==> config.mk <==
export PLATFORM = sky130hd
export DESIGN_NAME = dual_interval_timer
export DESIGN_NICKNAME = d
export VERILOG_FILES = /design/src/rtl/dit_pkg.sv /design/src/rtl/dit_prescaler.sv /design/src/rtl/dit_ext_sync.sv /design/src/rtl/dit_counter.sv /design/src/rtl/dual_interval_timer.sv
export SDC_FILE = /design/constraint.sdc
export NUM_CORES = 1
export LEC_CHECK = 0
export ABC_CLOCK_PERIOD_IN_PS = 2300
export BUFFER_PORTS_ARGS = -buffer_cell sky130_fd_sc_hd__buf_2
export CORE_MARGIN = 2
export CORE_UTILIZATION = 44
export CTS_BUF_LIST = sky130_fd_sc_hd__clkbuf_8
export DETAILED_ROUTE_END_ITERATION = 8
export GPL_TIMING_DRIVEN = 0
export MAX_ROUTING_LAYER = met4
export SYNTH_ARGS = -nofsm -noshare
export SYNTH_HDL_FRONTEND = slang
export SYNTH_SLANG_ARGS = --single-unit
==> constraint.sdc <==
create_clock -name clk_i -period 2.3 [get_ports clk_i]
set_input_delay 0.115 -clock clk_i [delete_from_list [all_inputs] [get_ports clk_i]]
set_output_delay 0.115 -clock clk_i [all_outputs]
set_load 0.01 [all_outputs]
==> src/rtl/dit_pkg.sv <==
package dit_pkg;
  typedef enum logic [1:0] {
    MODE_SPLIT = 2'b00,
    MODE_JOIN  = 2'b01,
    MODE_FREE  = 2'b10,
    MODE_PULSE = 2'b11
  } dit_mode_e;

  localparam int unsigned ADDR_W = 3;
  localparam logic [ADDR_W-1:0] A_CMP_LO = 3'd0;
  localparam logic [ADDR_W-1:0] A_CMP_HI = 3'd1;
  localparam logic [ADDR_W-1:0] A_CTRL   = 3'd2;
  localparam logic [ADDR_W-1:0] A_RUN    = 3'd3;
  localparam logic [ADDR_W-1:0] A_DBUF   = 3'd4;

  localparam int unsigned N_TAPS = 4;
endpackage

==> src/rtl/dit_prescaler.sv <==
module dit_prescaler #(
  parameter int unsigned DIV_W = 11
) (
  input  logic                        clk_i,
  input  logic                        rst_ni,
  output logic [dit_pkg::N_TAPS-1:0]  tick_o
);
  localparam int unsigned TAP_W [dit_pkg::N_TAPS] = '{3, 5, 7, DIV_W};

  logic [DIV_W-1:0] div_q, div_d;

  always_comb div_d = div_q + 1'b1;

  always_ff @(posedge clk_i or negedge rst_ni) begin
    if (!rst_ni) div_q <= '0;
    else         div_q <= div_d;
  end

  for (genvar g = 0; g < dit_pkg::N_TAPS; g++) begin : g_tap
    localparam logic [DIV_W-1:0] MASK = DIV_W'((64'd1 << TAP_W[g]) - 64'd1);
    assign tick_o[g] = ((div_q & MASK) == MASK);
  end

  // the fastest pulse never repeats on consecutive cycles
  a_r3_tick_spaced: assert property (@(posedge clk_i) disable iff (!rst_ni)
    tick_o[0] |=> !tick_o[0]);
endmodule

==> src/rtl/dit_ext_sync.sv <==
module dit_ext_sync (
  input  logic clk_i,
  input  logic rst_ni,
  input  logic pin_i,
  output logic rise_o
);
  logic [2:0] sh_q, sh_d;

  always_comb sh_d = {sh_q[1:0], pin_i};

  always_ff @(posedge clk_i or negedge rst_ni) begin
    if (!rst_ni) sh_q <= '0;
    else         sh_q <= sh_d;
  end

  assign rise_o = sh_q[1] & ~sh_q[2];

  // one step per edge
  a_r4_single_rise: assert property (@(posedge clk_i) disable iff (!rst_ni)
    rise_o |=> !rise_o);
endmodule

==> src/rtl/dit_counter.sv <==
module dit_counter #(
  parameter int unsigned W = 8
) (
  input  logic         clk_i,
  input  logic         rst_ni,
  input  logic         run_i,
  input  logic         clr_i,
  input  logic         tick_i,
  output logic [W-1:0] cnt_o,
  output logic [W-1:0] nxt_o,
  output logic         adv_o,
  output logic         wrap_o
);
  logic [W-1:0] cnt_q, cnt_d;

  assign adv_o  = run_i & ~clr_i & tick_i;
  assign nxt_o  = cnt_q + 1'b1;
  assign wrap_o = adv_o & (cnt_q == '1);
  assign cnt_o  = cnt_q;

  always_comb begin
    cnt_d = cnt_q;
    if (!run_i)     cnt_d = '0;
    else if (clr_i) cnt_d = '0;
    else if (tick_i) cnt_d = nxt_o;
  end

  always_ff @(posedge clk_i or negedge rst_ni) begin
    if (!rst_ni) cnt_q <= '0;
    else         cnt_q <= cnt_d;
  end

  // a stopped timer sits at zero
  a_r2_held_zero: assert property (@(posedge clk_i) disable iff (!rst_ni)
    !run_i |=> cnt_q == '0);
endmodule

==> src/rtl/dual_interval_timer.sv <==
module dual_interval_timer #(
  parameter int unsigned CNT_W      = 8,
  parameter int unsigned DIV_W      = 11,
  parameter bit          EXT_CLK_EN = 1'b1
) (
  input  logic                        clk_i,
  input  logic                        rst_ni,
  input  logic [dit_pkg::ADDR_W-1:0]  bus_addr_i,
  input  logic [CNT_W-1:0]            bus_wdata_i,
  input  logic                        bus_we_i,
  input  logic                        ext_clk_i,
  output logic                        lo_match_o,
  output logic                        hi_match_o,
  output logic                        lo_ovf_o,
  output logic                        hi_ovf_o,
  output logic [CNT_W-1:0]            lo_count_o,
  output logic [CNT_W-1:0]            hi_count_o
);
  import dit_pkg::*;

  localparam int unsigned W2 = 2 * CNT_W;

  dit_mode_e        mode_q, mode_d;
  logic [1:0]       lsel_q, lsel_d, hsel_q, hsel_d, run_q, run_d;
  logic             dbuf_q, dbuf_d;
  logic [CNT_W-1:0] cmp_lo_q, cmp_lo_d, shadow_q, shadow_d, cmp_hi_q, cmp_hi_d;
  logic             lm_q, hm_q, lov_q, hov_q;
  logic             lm_d, hm_d;

  logic [N_TAPS-1:0] tick;
  logic              ext_rise;
  logic              joined, free_run;
  logic              lo_tick, lo_clr, lo_adv, lo_wrap;
  logic              hi_tick, hi_clr, hi_adv, hi_wrap;
  logic [CNT_W-1:0]  lo_cnt, lo_nxt, hi_cnt, hi_nxt;
  logic [W2-1:0]     cnt16, cmp16;
  logic              m16, hm8, reload;

  dit_prescaler #(.DIV_W(DIV_W)) u_presc (
    .clk_i (clk_i), .rst_ni(rst_ni), .tick_o(tick)
  );

  if (EXT_CLK_EN) begin : g_ext
    dit_ext_sync u_sync (
      .clk_i(clk_i), .rst_ni(rst_ni), .pin_i(ext_clk_i), .rise_o(ext_rise)
    );
  end else begin : g_no_ext
    assign ext_rise = 1'b0;
  end

  assign joined   = (mode_q == MODE_JOIN);
  assign free_run = (mode_q == MODE_FREE);

  always_comb begin
    unique case (lsel_q)
      2'd0:    lo_tick = tick[0];
      2'd1:    lo_tick = tick[1];
      2'd2:    lo_tick = tick[2];
      default: lo_tick = ext_rise;
    endcase
    lo_clr = joined ? hm_q : (free_run ? 1'b0 : lm_q);
  end

  dit_counter #(.W(CNT_W)) u_lo (
    .clk_i(clk_i), .rst_ni(rst_ni), .run_i(run_q[0]), .clr_i(lo_clr),
    .tick_i(lo_tick), .cnt_o(lo_cnt), .nxt_o(lo_nxt), .adv_o(lo_adv),
    .wrap_o(lo_wrap)
  );

  always_comb begin
    if (joined) hi_tick = lo_wrap;
    else begin
      unique case (hsel_q)
        2'd0:    hi_tick = lm_q;
        2'd1:    hi_tick = tick[0];
        2'd2:    hi_tick = tick[2];
        default: hi_tick = tick[3];
      endcase
    end
    hi_clr = hm_q;
  end

  dit_counter #(.W(CNT_W)) u_hi (
    .clk_i(clk_i), .rst_ni(rst_ni), .run_i(run_q[1]), .clr_i(hi_clr),
    .tick_i(hi_tick), .cnt_o(hi_cnt), .nxt_o(hi_nxt), .adv_o(hi_adv),
    .wrap_o(hi_wrap)
  );

  // match detection and shadow reload
  always_comb begin
    cnt16 = {hi_cnt, lo_cnt};
    cmp16 = {cmp_hi_q, cmp_lo_q};
    lm_d  = lo_adv & ((cmp_lo_q != '0) ? (lo_nxt == cmp_lo_q) : (lo_cnt == '1));
    hm8   = hi_adv & ((cmp_hi_q != '0) ? (hi_nxt == cmp_hi_q) : (hi_cnt == '1));
    m16   = lo_adv & run_q[1] &
            ((cmp16 != '0) ? (W2'(cnt16 + 1'b1) == cmp16) : (cnt16 == '1));
    hm_d  = joined ? m16 : hm8;
    reload = dbuf_q & (free_run ? lo_wrap : lm_d);
  end

  // register file next state
  always_comb begin
    mode_d   = mode_q;
    lsel_d   = lsel_q;
    hsel_d   = hsel_q;
    run_d    = run_q;
    dbuf_d   = dbuf_q;
    cmp_hi_d = cmp_hi_q;
    shadow_d = shadow_q;
    cmp_lo_d = reload ? shadow_q : cmp_lo_q;
    if (bus_we_i) begin
      unique case (bus_addr_i)
        A_CMP_LO: if (dbuf_q) shadow_d = bus_wdata_i;
                  else        cmp_lo_d = bus_wdata_i;
        A_CMP_HI: cmp_hi_d = bus_wdata_i;
        A_CTRL: begin
          mode_d = dit_mode_e'(bus_wdata_i[1:0]);
          lsel_d = bus_wdata_i[3:2];
          hsel_d = bus_wdata_i[5:4];
        end
        A_RUN:  run_d  = bus_wdata_i[1:0];
        A_DBUF: dbuf_d = bus_wdata_i[0];
        default: ;
      endcase
    end
  end

  always_ff @(posedge clk_i or negedge rst_ni) begin
    if (!rst_ni) begin
      mode_q   <= MODE_SPLIT;
      lsel_q   <= '0;
      hsel_q   <= '0;
      run_q    <= '0;
      dbuf_q   <= 1'b0;
      cmp_lo_q <= '0;
      shadow_q <= '0;
      cmp_hi_q <= '0;
      lm_q     <= 1'b0;
      hm_q     <= 1'b0;
      lov_q    <= 1'b0;
      hov_q    <= 1'b0;
    end else begin
      mode_q   <= mode_d;
      lsel_q   <= lsel_d;
      hsel_q   <= hsel_d;
      run_q    <= run_d;
      dbuf_q   <= dbuf_d;
      cmp_lo_q <= cmp_lo_d;
      shadow_q <= shadow_d;
      cmp_hi_q <= cmp_hi_d;
      lm_q     <= lm_d;
      hm_q     <= hm_d;
      lov_q    <= lo_wrap;
      hov_q    <= hi_wrap;
    end
  end

  assign lo_match_o = lm_q;
  assign hi_match_o = hm_q;
  assign lo_ovf_o   = lov_q;
  assign hi_ovf_o   = hov_q;
  assign lo_count_o = lo_cnt;
  assign hi_count_o = hi_cnt;

  // match is a single-cycle pulse
  a_r5_match_pulse: assert property (@(posedge clk_i) disable iff (!rst_ni)
    lm_q |=> !lm_q);
  // split and pulse-period modes restart the lower count after a match
  a_r5_match_clears: assert property (@(posedge clk_i) disable iff (!rst_ni)
    (lm_q && !free_run && !joined) |=> lo_cnt == '0);
  // the wrap pulse coincides with a zero count
  a_r7_wrap_zero: assert property (@(posedge clk_i) disable iff (!rst_ni)
    lov_q |-> lo_cnt == '0);
  // a 16-bit match clears both halves
  a_r9_joint_clear: assert property (@(posedge clk_i) disable iff (!rst_ni)
    (hm_q && joined) |=> (lo_cnt == '0 && hi_cnt == '0));
  // free-run mode never clears on a lower match
  a_r10_no_clear: assert property (@(posedge clk_i) disable iff (!rst_ni)
    (lm_q && free_run && run_q[0] && !lo_tick && !bus_we_i) |=> $stable(lo_cnt));
endmodule

Word level (Yosys, flattened, before mapping)
Cells that the tools add are included.
- register bits after elaboration: 67
- output and inout port bits: 20
- reduce and logical (&&, ||, !) cells: 11
- bitwise logic cells: 15
- equality and inequality tests: 22
- multiplexer cells: 20
- add/sub/neg operators: 4
- operator list (kind ; number):
    $mux 8 ; 10
    $add 16x1->16 const B ; 1
    $add 8x1->8 const B ; 2
    $eq 16x16->1 ; 1
    $eq 16x16->1 const B ; 1
    $eq 8x8->1 ; 2
    $eq 8x8->1 const B ; 2
    $reduce_bool 16->1 ; 1
    $reduce_bool 8->1 ; 2
    $and 1x1->1 ; 12
    $add 11x1->11 const B ; 1
    $eq 11x11->1 const B ; 1
    $mux 1 ; 8
    $reduce_and 2->1 ; 4
    $eq 7x7->1 const B ; 1
    $eq 2x1->1 const B ; 3
    $eq 2x2->1 const B ; 3
    $eq 3x2->1 const B ; 2
    $eq 3x3->1 const B ; 2
    $ne 3x1->1 const B ; 2
    $pmux 1 s3 ; 2
    $eq 5x5->1 const B ; 1
    $logic_not 2->1 ; 2
    $eq 3x1->1 const B ; 1
    3 further kinds ; 5

Logic depth before layout (Yosys ltp)
Gate-level depths: netlist (run 1).
- word-level depth: 13
- gate-level depth with buffers: 10

Cells and area by module
Synthesis (run 1) repeated with hierarchy kept, for this count alone.
- cell total of the unflattened synthesis: 389
- area, all modules: 4011.3 um^2
- by module, submodules not included (module ; cells an instance ; times used ; area an instance (um^2)):
    dual_interval_timer ; 231 ; 1 ; 2424.8
    dit_counter ; 57 ; 2 ; 501.7
    dit_prescaler ; 40 ; 1 ; 494.2
    dit_ext_sync ; 4 ; 1 ; 88.8

Worst setup path before layout (run 1)
Ideal clock, no wire load.
- kind: reg2reg
- start: reg u_presc.div_q[0]
- end: reg cmp_lo_q[0]
- cell stages (with the launch flop): 11
- path slack: -0.140 ns
- data required time: 2.196 ns
- arrival time: 2.336 ns
- setup time: 0.104 ns
- clock period less this slack: 2.440 ns
- buffers on the path: 2
- cell sequence: dfrtp_1 -> ha_1 -> and3_1 -> ha_1 -> a211o_1 -> and2_1 -> buf_2 -> and4_1 -> and3_1 -> clkbuf_1 -> a221oi_1
- longest elaborated chain between the ends: 10
- ends and longest elaborated chain (item ; line ; text):
    start, declared ; dit_prescaler.sv:10 ; logic [DIV_W-1:0] div_q, div_d;
    start signal, assigned ; dit_prescaler.sv:16 ; else div_q <= div_d;
    $eq 7x7->1, or another cell as far along ; dit_prescaler.sv:21 ; assign tick_o[g] = ((div_q & MASK) == MASK);
    $pmux 1 s3 * ; dual_interval_timer.sv:55 ; unique case (lsel_q)
    $and 1x1->1 * ; dit_counter.sv:16 ; assign adv_o = run_i & ~clr_i & tick_i;
    $and 1x1->1, on equally long branches ; dual_interval_timer.sv:93, dit_counter.sv:18 ;
    $mux 1 * ; dual_interval_timer.sv:98 ; reload = dbuf_q & (free_run ? lo_wrap : lm_d);
    $and 1x1->1 * ; dual_interval_timer.sv:98 ;
    $mux 8 * ; dual_interval_timer.sv:110 ; cmp_lo_d = reload ? shadow_q : cmp_lo_q;
    $mux 8 ; dual_interval_timer.sv:113 ; A_CMP_LO: if (dbuf_q) shadow_d = bus_wdata_i;
    $mux 8 ; dual_interval_timer.sv:112 ; unique case (bus_addr_i)
    $mux 8 * ; dual_interval_timer.sv:111 ; if (bus_we_i) begin
    net cmp_lo_d[0] ; dual_interval_timer.sv:26 ; logic [CNT_W-1:0] cmp_lo_q, cmp_lo_d, shadow_q, shadow_d, cmp_hi_q, cmp_hi_d;
    end signal, assigned ; dual_interval_timer.sv:148 ; cmp_lo_q <= cmp_lo_d;
    end, declared ; dual_interval_timer.sv:26 ;
Mark *: on every way through the listed nets, which the timed path passes. The rest lies on a longest branch.
A chain may end at the register's enable or synchronous reset.

Worst setup path after layout (run 1)
- start: reg u_hi.cnt_q[1] (netlist: u_hi.cnt_o[1])
- end: reg hm_q (netlist: hi_match_o)
- longest elaborated chain between the ends: 5
- ends and longest elaborated chain (item ; line ; text):
    start, declared ; dit_counter.sv:14 ; logic [W-1:0] cnt_q, cnt_d;
    start signal, assigned ; dit_counter.sv:30 ; else cnt_q <= cnt_d;
    $add 16x1->16 or $add 8x1->8 (tied branches) ; dual_interval_timer.sv:96, dit_counter.sv:17 ;
    $eq 16x16->1 or $eq 8x8->1 (tied branches) ; dual_interval_timer.sv:96, dual_interval_timer.sv:94 ;
    $mux 1, on equally long branches ; dual_interval_timer.sv:96, dual_interval_timer.sv:94 ;
    $and 1x1->1, on equally long branches ; dual_interval_timer.sv:95, dual_interval_timer.sv:94 ;
    $mux 1 * ; dual_interval_timer.sv:97 ; hm_d = joined ? m16 : hm8;
    net hm_d ; dual_interval_timer.sv:28 ; logic lm_d, hm_d;
    end signal, assigned ; dual_interval_timer.sv:152 ; hm_q <= hm_d;
    end, declared ; dual_interval_timer.sv:27 ; logic lm_q, hm_q, lov_q, hov_q;
Marked as above.

==> impl_metrics.csv, run 1 <==
group,metric,value,unit
run_status,outcome,"finished clean",
final_layout,postLayoutCellArea,4960,um2
timing,tns,0,ns
global_route,grtUsageMet3,3.65,%
timing,setup_viol,0,
timing,min_period_over_period,97.4,%
timing,holdWs,0.0332,ns
min_path,min_from,"bus_wdata_i[5]",
route,drtPass1Iterations,4,
floorplanning,ioPinCount,35,
global_route,grt_overflow,0,
power,powerDensity,712,nW/um2
timing,tightest_slew,0.874,ns
floorplanning,die-height,96.6,um
place,dpl_cell_area,4150,um2
synth,synthTopCellsByArea,"dfrtp_1 (44%), mux2_2 (7.5%), xnor2_1 (5.8%), xor2_1 (3.9%), nor2_1 (3.1%)",
clocking,htree_levels,3,
worst_setup_path,critPathKind,"flip-flop to flip-flop",
final_layout,area_growth,31.6,%
worst_setup_path,reg2reg_depth,7,
worst_setup_path,cp-start-kind,"flip-flop",
floorplanning,die_area,9330,um2
route,drc,0,
worst_setup_path,worst-path-stages,7,
worst_setup_path,crit_slowest_cell,"or4b_4",
power,clockPowerShare,35.1,%
global_route,grt_busiest_layer,"met2",
synth,yosysSeqAreaShare,44.4,%
final_layout,ff_latch_area,1690,um2
power,p_int,2.43,mW
route,dr_total_vias,3158,
synth,yosysMostFrequentCell,"dfrtp_1",
final_layout,fin_cells,564,
clocking,cts-root-buf,"clkbuf_8",
route,wire_per_inst,16.9,um
synth,ys_async_sr_fraction,100,%
worst_setup_path,crit_buf_inv,0,
synth,synthTopCellsByCount,"dfrtp_1 (67), nor2_1 (31), mux2_2 (25), xnor2_1 (25), nand2_1 (24)",
route,viasPerCell,5.60,
synth,avgSynthCellArea,10.0,um2
final_layout,antennaDiodeCount,0,
clocking,cts_buffers,9,
worst_setup_path,cp_max_fo,6,
worst_setup_path,worstPathArrival,2.51,ns
floorplanning,rows,33,
worst_setup_path,path_cells,"ha_4 > nand3_4 > o22ai_2 > o31a_1 > nor4_1 > or4b_4 > o31ai_4",
synth,ys_warn_count,0,
floorplanning,start_util,45.7,%
global_route,antenna_found_initial,0,
synth,synth_fp_nets,397,
timing,worst_slack,0.0588,ns
timing,period_minus_slack,2.24,ns
worst_setup_path,r2r_slack,0.06,ns
min_path,holdPathStages,3,
worst_setup_path,cp_slowest_stage_delay,0.50,ns
synth,synth-edff-count,0,
place,dp_cells,516,
route,wl,9550,um
flow_run,maxCapViolations,0,
route,first_iter_violations,142,
place,place_hpwl,6260,um
floorplanning,dieWidth,96.6,um
timing,clock_skew,0.0111,ns
power,p_leak,2.06,nW
clocking,cts.clk_slew.worst_paths,0.09,ns
clocking,worstSkewPairLatency,0.35,ns
clocking,clkSinkCount,67,
global_route,use_met1,28.8,%
power,p_sw_share,31.1,%
power,netSwitchingPower,1.10,mW
final_layout,layout-drive-gt1-share,38.1,%
final_layout,fin_util,60.1,%
global_route,met2_usage,33.6,%
final_layout,fin_nets,474,
worst_setup_path,rr_startpoint,"u_hi.cnt_o[1]$_DFFE_PN0P_",
min_path,hold_class,"input port to flip-flop",
worst_setup_path,endpoint_kind,"flip-flop",
clocking,tritoncts,"built",
global_route,grt_max_degree,68,
min_path,min_to,"hsel_q[1]$_DFFE_PN0P_",
place,gp_routability_congestion,0.867,
route,ant_nets,0,
worst_setup_path,path_delay_family,"simple AND/OR/NAND/NOR gates",
timing,finalHoldViolations,0,
global_route,grt_pass1_wl,14900,um
worst_setup_path,regToRegEndpoint,"hi_match_o$_DFF_PN0_",
power,comb_power_share,23.3,%
worst_setup_path,required,2.56,ns
synth,yosys.area.top_type,"dfrtp_1",
synth,ys.flop_type,"dfrtp_1",
place,pre_cts_ws,-0.408,ns
synth,synth_top_area_share,44.4,%
global_route,grt_use_total,21.7,%
power,peakVddDrop,0.000341,V
synth,yosysUniqueCellTypes,56,
timing,max_freq,446,MHz
power,p_seq_share,41.6,%
timing,report.final.slew_viol_count,0,
place,portBuffers,34,
global_route,grt_pass1_vias,3035,
timing,rsz0062_at_grt,"yes",
timing,max_slew_margin,41.7,%
final_layout,fillCellCount,716,
final_layout,multi_input_area,2310,um2
synth,syn_inst,377,
clocking,clock_path_buffers,2,
power,total_power,3.53,mW
synth,ys_seq_elements,67,
floorplanning,core_area,8260,um2
synth,synthesis.area,3770,um2
[worst max-delay path by stage]
stage | from | to | slack (ns)
final | u_hi.cnt_o[1]$_DFFE_PN0P_ | hi_match_o$_DFF_PN0_ | 0.06
after global routing | u_hi.cnt_o[0]$_DFFE_PN0P_ | hi_match_o$_DFF_PN0_ | -0.06
after CTS | u_presc.div_q[0]$_DFF_PN0_ | cmp_lo_q[0]$_DFF_PN0_ | 0.00009
after detailed placement | u_lo.cnt_o[1]$_DFFE_PN0P_ | cmp_lo_q[6]$_DFF_PN0_ | -0.41
after global placement | u_lo.cnt_o[1]$_DFFE_PN0P_ | cmp_lo_q[7]$_DFF_PN0_ | -0.38
after floorplan | u_lo.cnt_o[1]$_DFFE_PN0P_ | hi_match_o$_DFF_PN0_ | 0.01
[routing by layer]
layer	vias up	wire length, um	part of all wire, %
met5	-	0	0
met1	1557	4610	48
met3	16	301	3.2
met2	52	4490	47
li1	1533	-	-
met4	0	144	1.5
[area by class of cell]
class / instances / area share, %
clock buffers: 9 / 2.49
inverters: 17 / 1.29
clock inverters: 7 / 2.49
well taps: 105 / 2.65
multi-input cells: 280 / 46.6
flip-flops and latches: 67 / 34.0
plain buffers: 7 / 1.08
repair buffers: 72 / 9.40
[cell families after synthesis]
group,after synthesis,synth area share (%)
xor+xnor,42,9.75
flops,67,44.4
mux,28,8.26
buf+inv,30,3.38
simple gates,146,20.9
compound gates,59,11.6
fa+ha+maj,5,1.66
[registers in the layout, summed over array words and instances, names as in the netlist, 3 cells and up]
register / cells
u_lo.cnt_o: 8
u_presc.div_q: 11
u_hi.cnt_o: 8
shadow_q: 8
cmp_lo_q: 8
g_ext.u_sync.sh_q: 3
cmp_hi_q: 8
[power groups by stage]
stage               Combinational (mW)  Clock [mW]  Sequential (mW)
finish                           0.825        1.24             1.47
detailed placement               0.663           0             1.46
global route                     0.910        1.31             1.49
floorplan                        0.488           0             1.43
CTS                              0.724        1.26             1.44
global placement                 0.647           0             1.46
[repair_timing]
| item | 4_1_cts | 5_1_grt |
|---|---|---|
| hold buffers | 2 | 0 |
| setup buffers | 13 | 23 |
| pin swaps | 8 | 21 |
| setup endpoints to repair | 19 | 14 |
| gates resized for setup | 25 | 38 |
| hold endpoints to repair | 68 | 0 |
[worst reg2reg max path: cells and delay by family, from the launching register on]
| family | cells | cell delay (ns) |
|---|---|---|
| and+or+nand+nor | 3 | 0.86 |
| DFF | 1 | 0.45 |
| AOI/OAI and AO/OA | 3 | 0.64 |
| adders and majority gates | 1 | 0.20 |
[layout by cell type, fill, tap and decap left out, drive strengths merged, types with 3 or more instances in the layout]
master,Yosys,routed
a211oi,3,3
a21oi,14,14
a221oi,9,9
a31oi,4,4
and2,3,3
and3,4,4
and4,3,3
buf,4,73
bufinv,0,3
clkbuf,9,13
dfrtp,67,67
ha,5,5
inv,17,18
mux2,25,25
mux2i,3,3
nand2,24,24
nand2b,11,11
nand3,14,14
nand4,10,10
nor2,31,31
nor2b,5,5
nor3,14,14
nor4,7,7
o21ai,3,3
o221ai,8,8
or3,4,4
xnor2,25,25
xor2,17,17
No activity file was read; power rests on OpenSTA's default activity.
==> run 2, diff against run 1 <==
CORE_UTILIZATION = 45   (was 44)
PLACE_DENSITY = 0.66   (was not set)
==> run 2 against run 1 <==
  * The run now ends with negative setup slack left
  * Power down 2.2%
  * Combinational power down 6.3%
  * Final cell count down 2.0%
  * Non-clock buffer count down 11
  * Maximum frequency down 3.2%
  * Sequential share of layout area up 0.96 points
  * Critical endpoint unchanged
  * Highest routed layer unchanged
==> impl_metrics.csv, run 2 (synthesis gave the netlist of run 1 again) <==
group,metric,value,unit
clocking,cts_buffers,9,
worst_setup_path,required,2.55,ns
global_route,grt_pass1_vias,3103,
place,place_hpwl,6210,um
worst_setup_path,critPathKind,"flip-flop to flip-flop",
final_layout,fin_nets,463,
route,wire_per_inst,16.8,um
floorplanning,core_area,8180,um2
run_status,violations,"negative setup slack",
clocking,cts.clk_slew.worst_paths,0.08,ns
route,ant_nets,0,
route,dr_total_vias,3172,
timing,period_minus_slack,2.32,ns
floorplanning,dieWidth,95.6,um
clocking,clkSinkCount,67,
final_layout,area_growth,27.6,%
timing,rsz0062_at_grt,"yes",
final_layout,antennaDiodeCount,0,
worst_setup_path,worstPathArrival,2.57,ns
route,drtPass1Iterations,4,
route,wl,9290,um
floorplanning,rows,33,
global_route,met2_usage,35.3,%
final_layout,largest_reg_flops,11,
clocking,cts-root-buf,"clkbuf_8",
final_layout,postLayoutCellArea,4810,um2
power,powerDensity,718,nW/um2
timing,max_freq,432,MHz
place,pre_cts_ws,-0.389,ns
global_route,use_met1,30.6,%
timing,report.final.slew_viol_count,0,
power,peakVddDrop,0.000478,V
flow_run,maxCapViolations,0,
global_route,grt_use_total,22.5,%
timing,finalHoldViolations,0,
timing,tns,-0.0155,ns
timing,setup_viol,1,
final_layout,layout_commonest_cell,"dfrtp_1",
clocking,htree_levels,3,
route,viasPerCell,5.74,
route,first_iter_violations,132,
worst_setup_path,cp-start-kind,"flip-flop",
timing,min_period_over_period,101,%
worst_setup_path,cp_max_fo,8,
final_layout,final_cell_mix,"dfrtp_1 (63), buf_2 (34), nor2_1 (30)",
worst_setup_path,endpoint_kind,"flip-flop",
floorplanning,die-height,95.6,um
global_route,grtUsageMet3,3.64,%
global_route,grt_max_degree,68,
clocking,clock_path_buffers,2,
route,drc,0,
final_layout,top_register,"u_presc.div_q",
timing,tightest_slew,0.851,ns
clocking,worstSkewPairLatency,0.34,ns
clocking,tritoncts,"built",
global_route,grt_busiest_layer,"met2",
global_route,grt_overflow,0,
power,total_power,3.46,mW
place,portBuffers,34,
run_status,outcome,"complete, but fails checks",
floorplanning,die_area,9130,um2
global_route,antenna_found_initial,0,
min_path,hold_class,"input port to flip-flop",
place,gp_routability_congestion,0.926,
final_layout,fin_util,58.9,%
place,dpl_cell_area,4150,um2
floorplanning,ioPinCount,35,
timing,worst_slack,-0.0155,ns
timing,max_slew_margin,43.3,%
timing,clock_skew,0.00804,ns
floorplanning,start_util,46.1,%
global_route,grt_pass1_wl,15400,um
power,p_leak,2.01,nW
final_layout,fillCellCount,709,
final_layout,layout-drive-gt1-share,33.7,%
run 2: cell count changes in the layout (fill, tap and decap cells not counted), moves of 2 or more:
cell      previous run  this run
nand2_1             22        24
ha_2                 0         4
buf_4               36        23
dfrtp_1             59        63
o221ai_1             0         8
buf_6                3         6
o221ai_2             8         0
nand2_2              2         0
dfrtp_2              8         4
ha_4                 4         1
run 2: area by class of cell:
cell class	instances	area [um2]	area share, %
Buffer	7	50.0	1.04
Clock buffer	9	124	2.57
Clock inverter	7	125	2.60
Inverter	17	63.8	1.33
Multi-Input combinational cell	280	2250	46.7
Sequential cell	67	1680	34.9
Tap cell	105	131	2.73
Timing Repair Buffer	61	392	8.13
run 2: timing repair:
action,4_1_cts,5_1_grt
setup buffers,22,4
hold buffers,2,0
endpoints found under the setup margin,18,17
pin swaps,15,17
hold endpoints to repair,68,0
gates resized for setup,32,26
run 2: power by group:
group	total (mW)	internal (mW)	switching, mW
Sequential	1.46	1.31	0.144
Combinational	0.773	0.353	0.420
Clock	1.23	0.729	0.498
Total	3.46	2.39	1.06
run 2: worst max-delay path, stage by stage, from the launching register on:
cell,delay (ns)
dfrtp_2,0.45
ha_2,0.25
nand3_4,0.14
o22ai_1,0.11
o31a_1,0.32
nor4_2,0.25
or4b_4,0.51
o31ai_4,0.20
run 2: per-layer routing:
metal / routed length (um) / vias to the layer above / part of all wire, %
li1: - / 1513 / -
met1: 4190 / 1575 / 45
met2: 4550 / 75 / 49
met3: 470 / 9 / 5.1
met4: 74 / 0 / 0.80
met5: 0 / - / 0
run 2: through the flow:
stage / cells / hold WS, ns
detailed placement: 516 / 0.225
global route: 553 / 0.0532
global placement: 516 / 0.225
floorplan: 377 / -0.181
finish: 553 / 0.0568
CTS: 552 / 0.0380
run 2: worst paths after layout:
kind,startpoint,endpoint,slack [ns],cells after the start
setup / recovery,u_hi.cnt_o[1]$_DFFE_PN0P_,hi_match_o$_DFF_PN0_,-0.02,7
setup reg to reg,u_hi.cnt_o[1]$_DFFE_PN0P_,hi_match_o$_DFF_PN0_,-0.02,7
hold reg to reg,g_ext.u_sync.sh_q[0]$_DFF_PN0_,g_ext.u_sync.sh_q[1]$_DFF_PN0_,0.36,0
max in group asynchronous,rst_ni,u_hi.cnt_o[0]$_DFFE_PN0P_,1.27,2
hold / removal,bus_wdata_i[7],shadow_q[7]$_DFFE_PN0P_,0.06,2
min in group asynchronous,rst_ni,shadow_q[3]$_DFFE_PN0P_,0.41,2
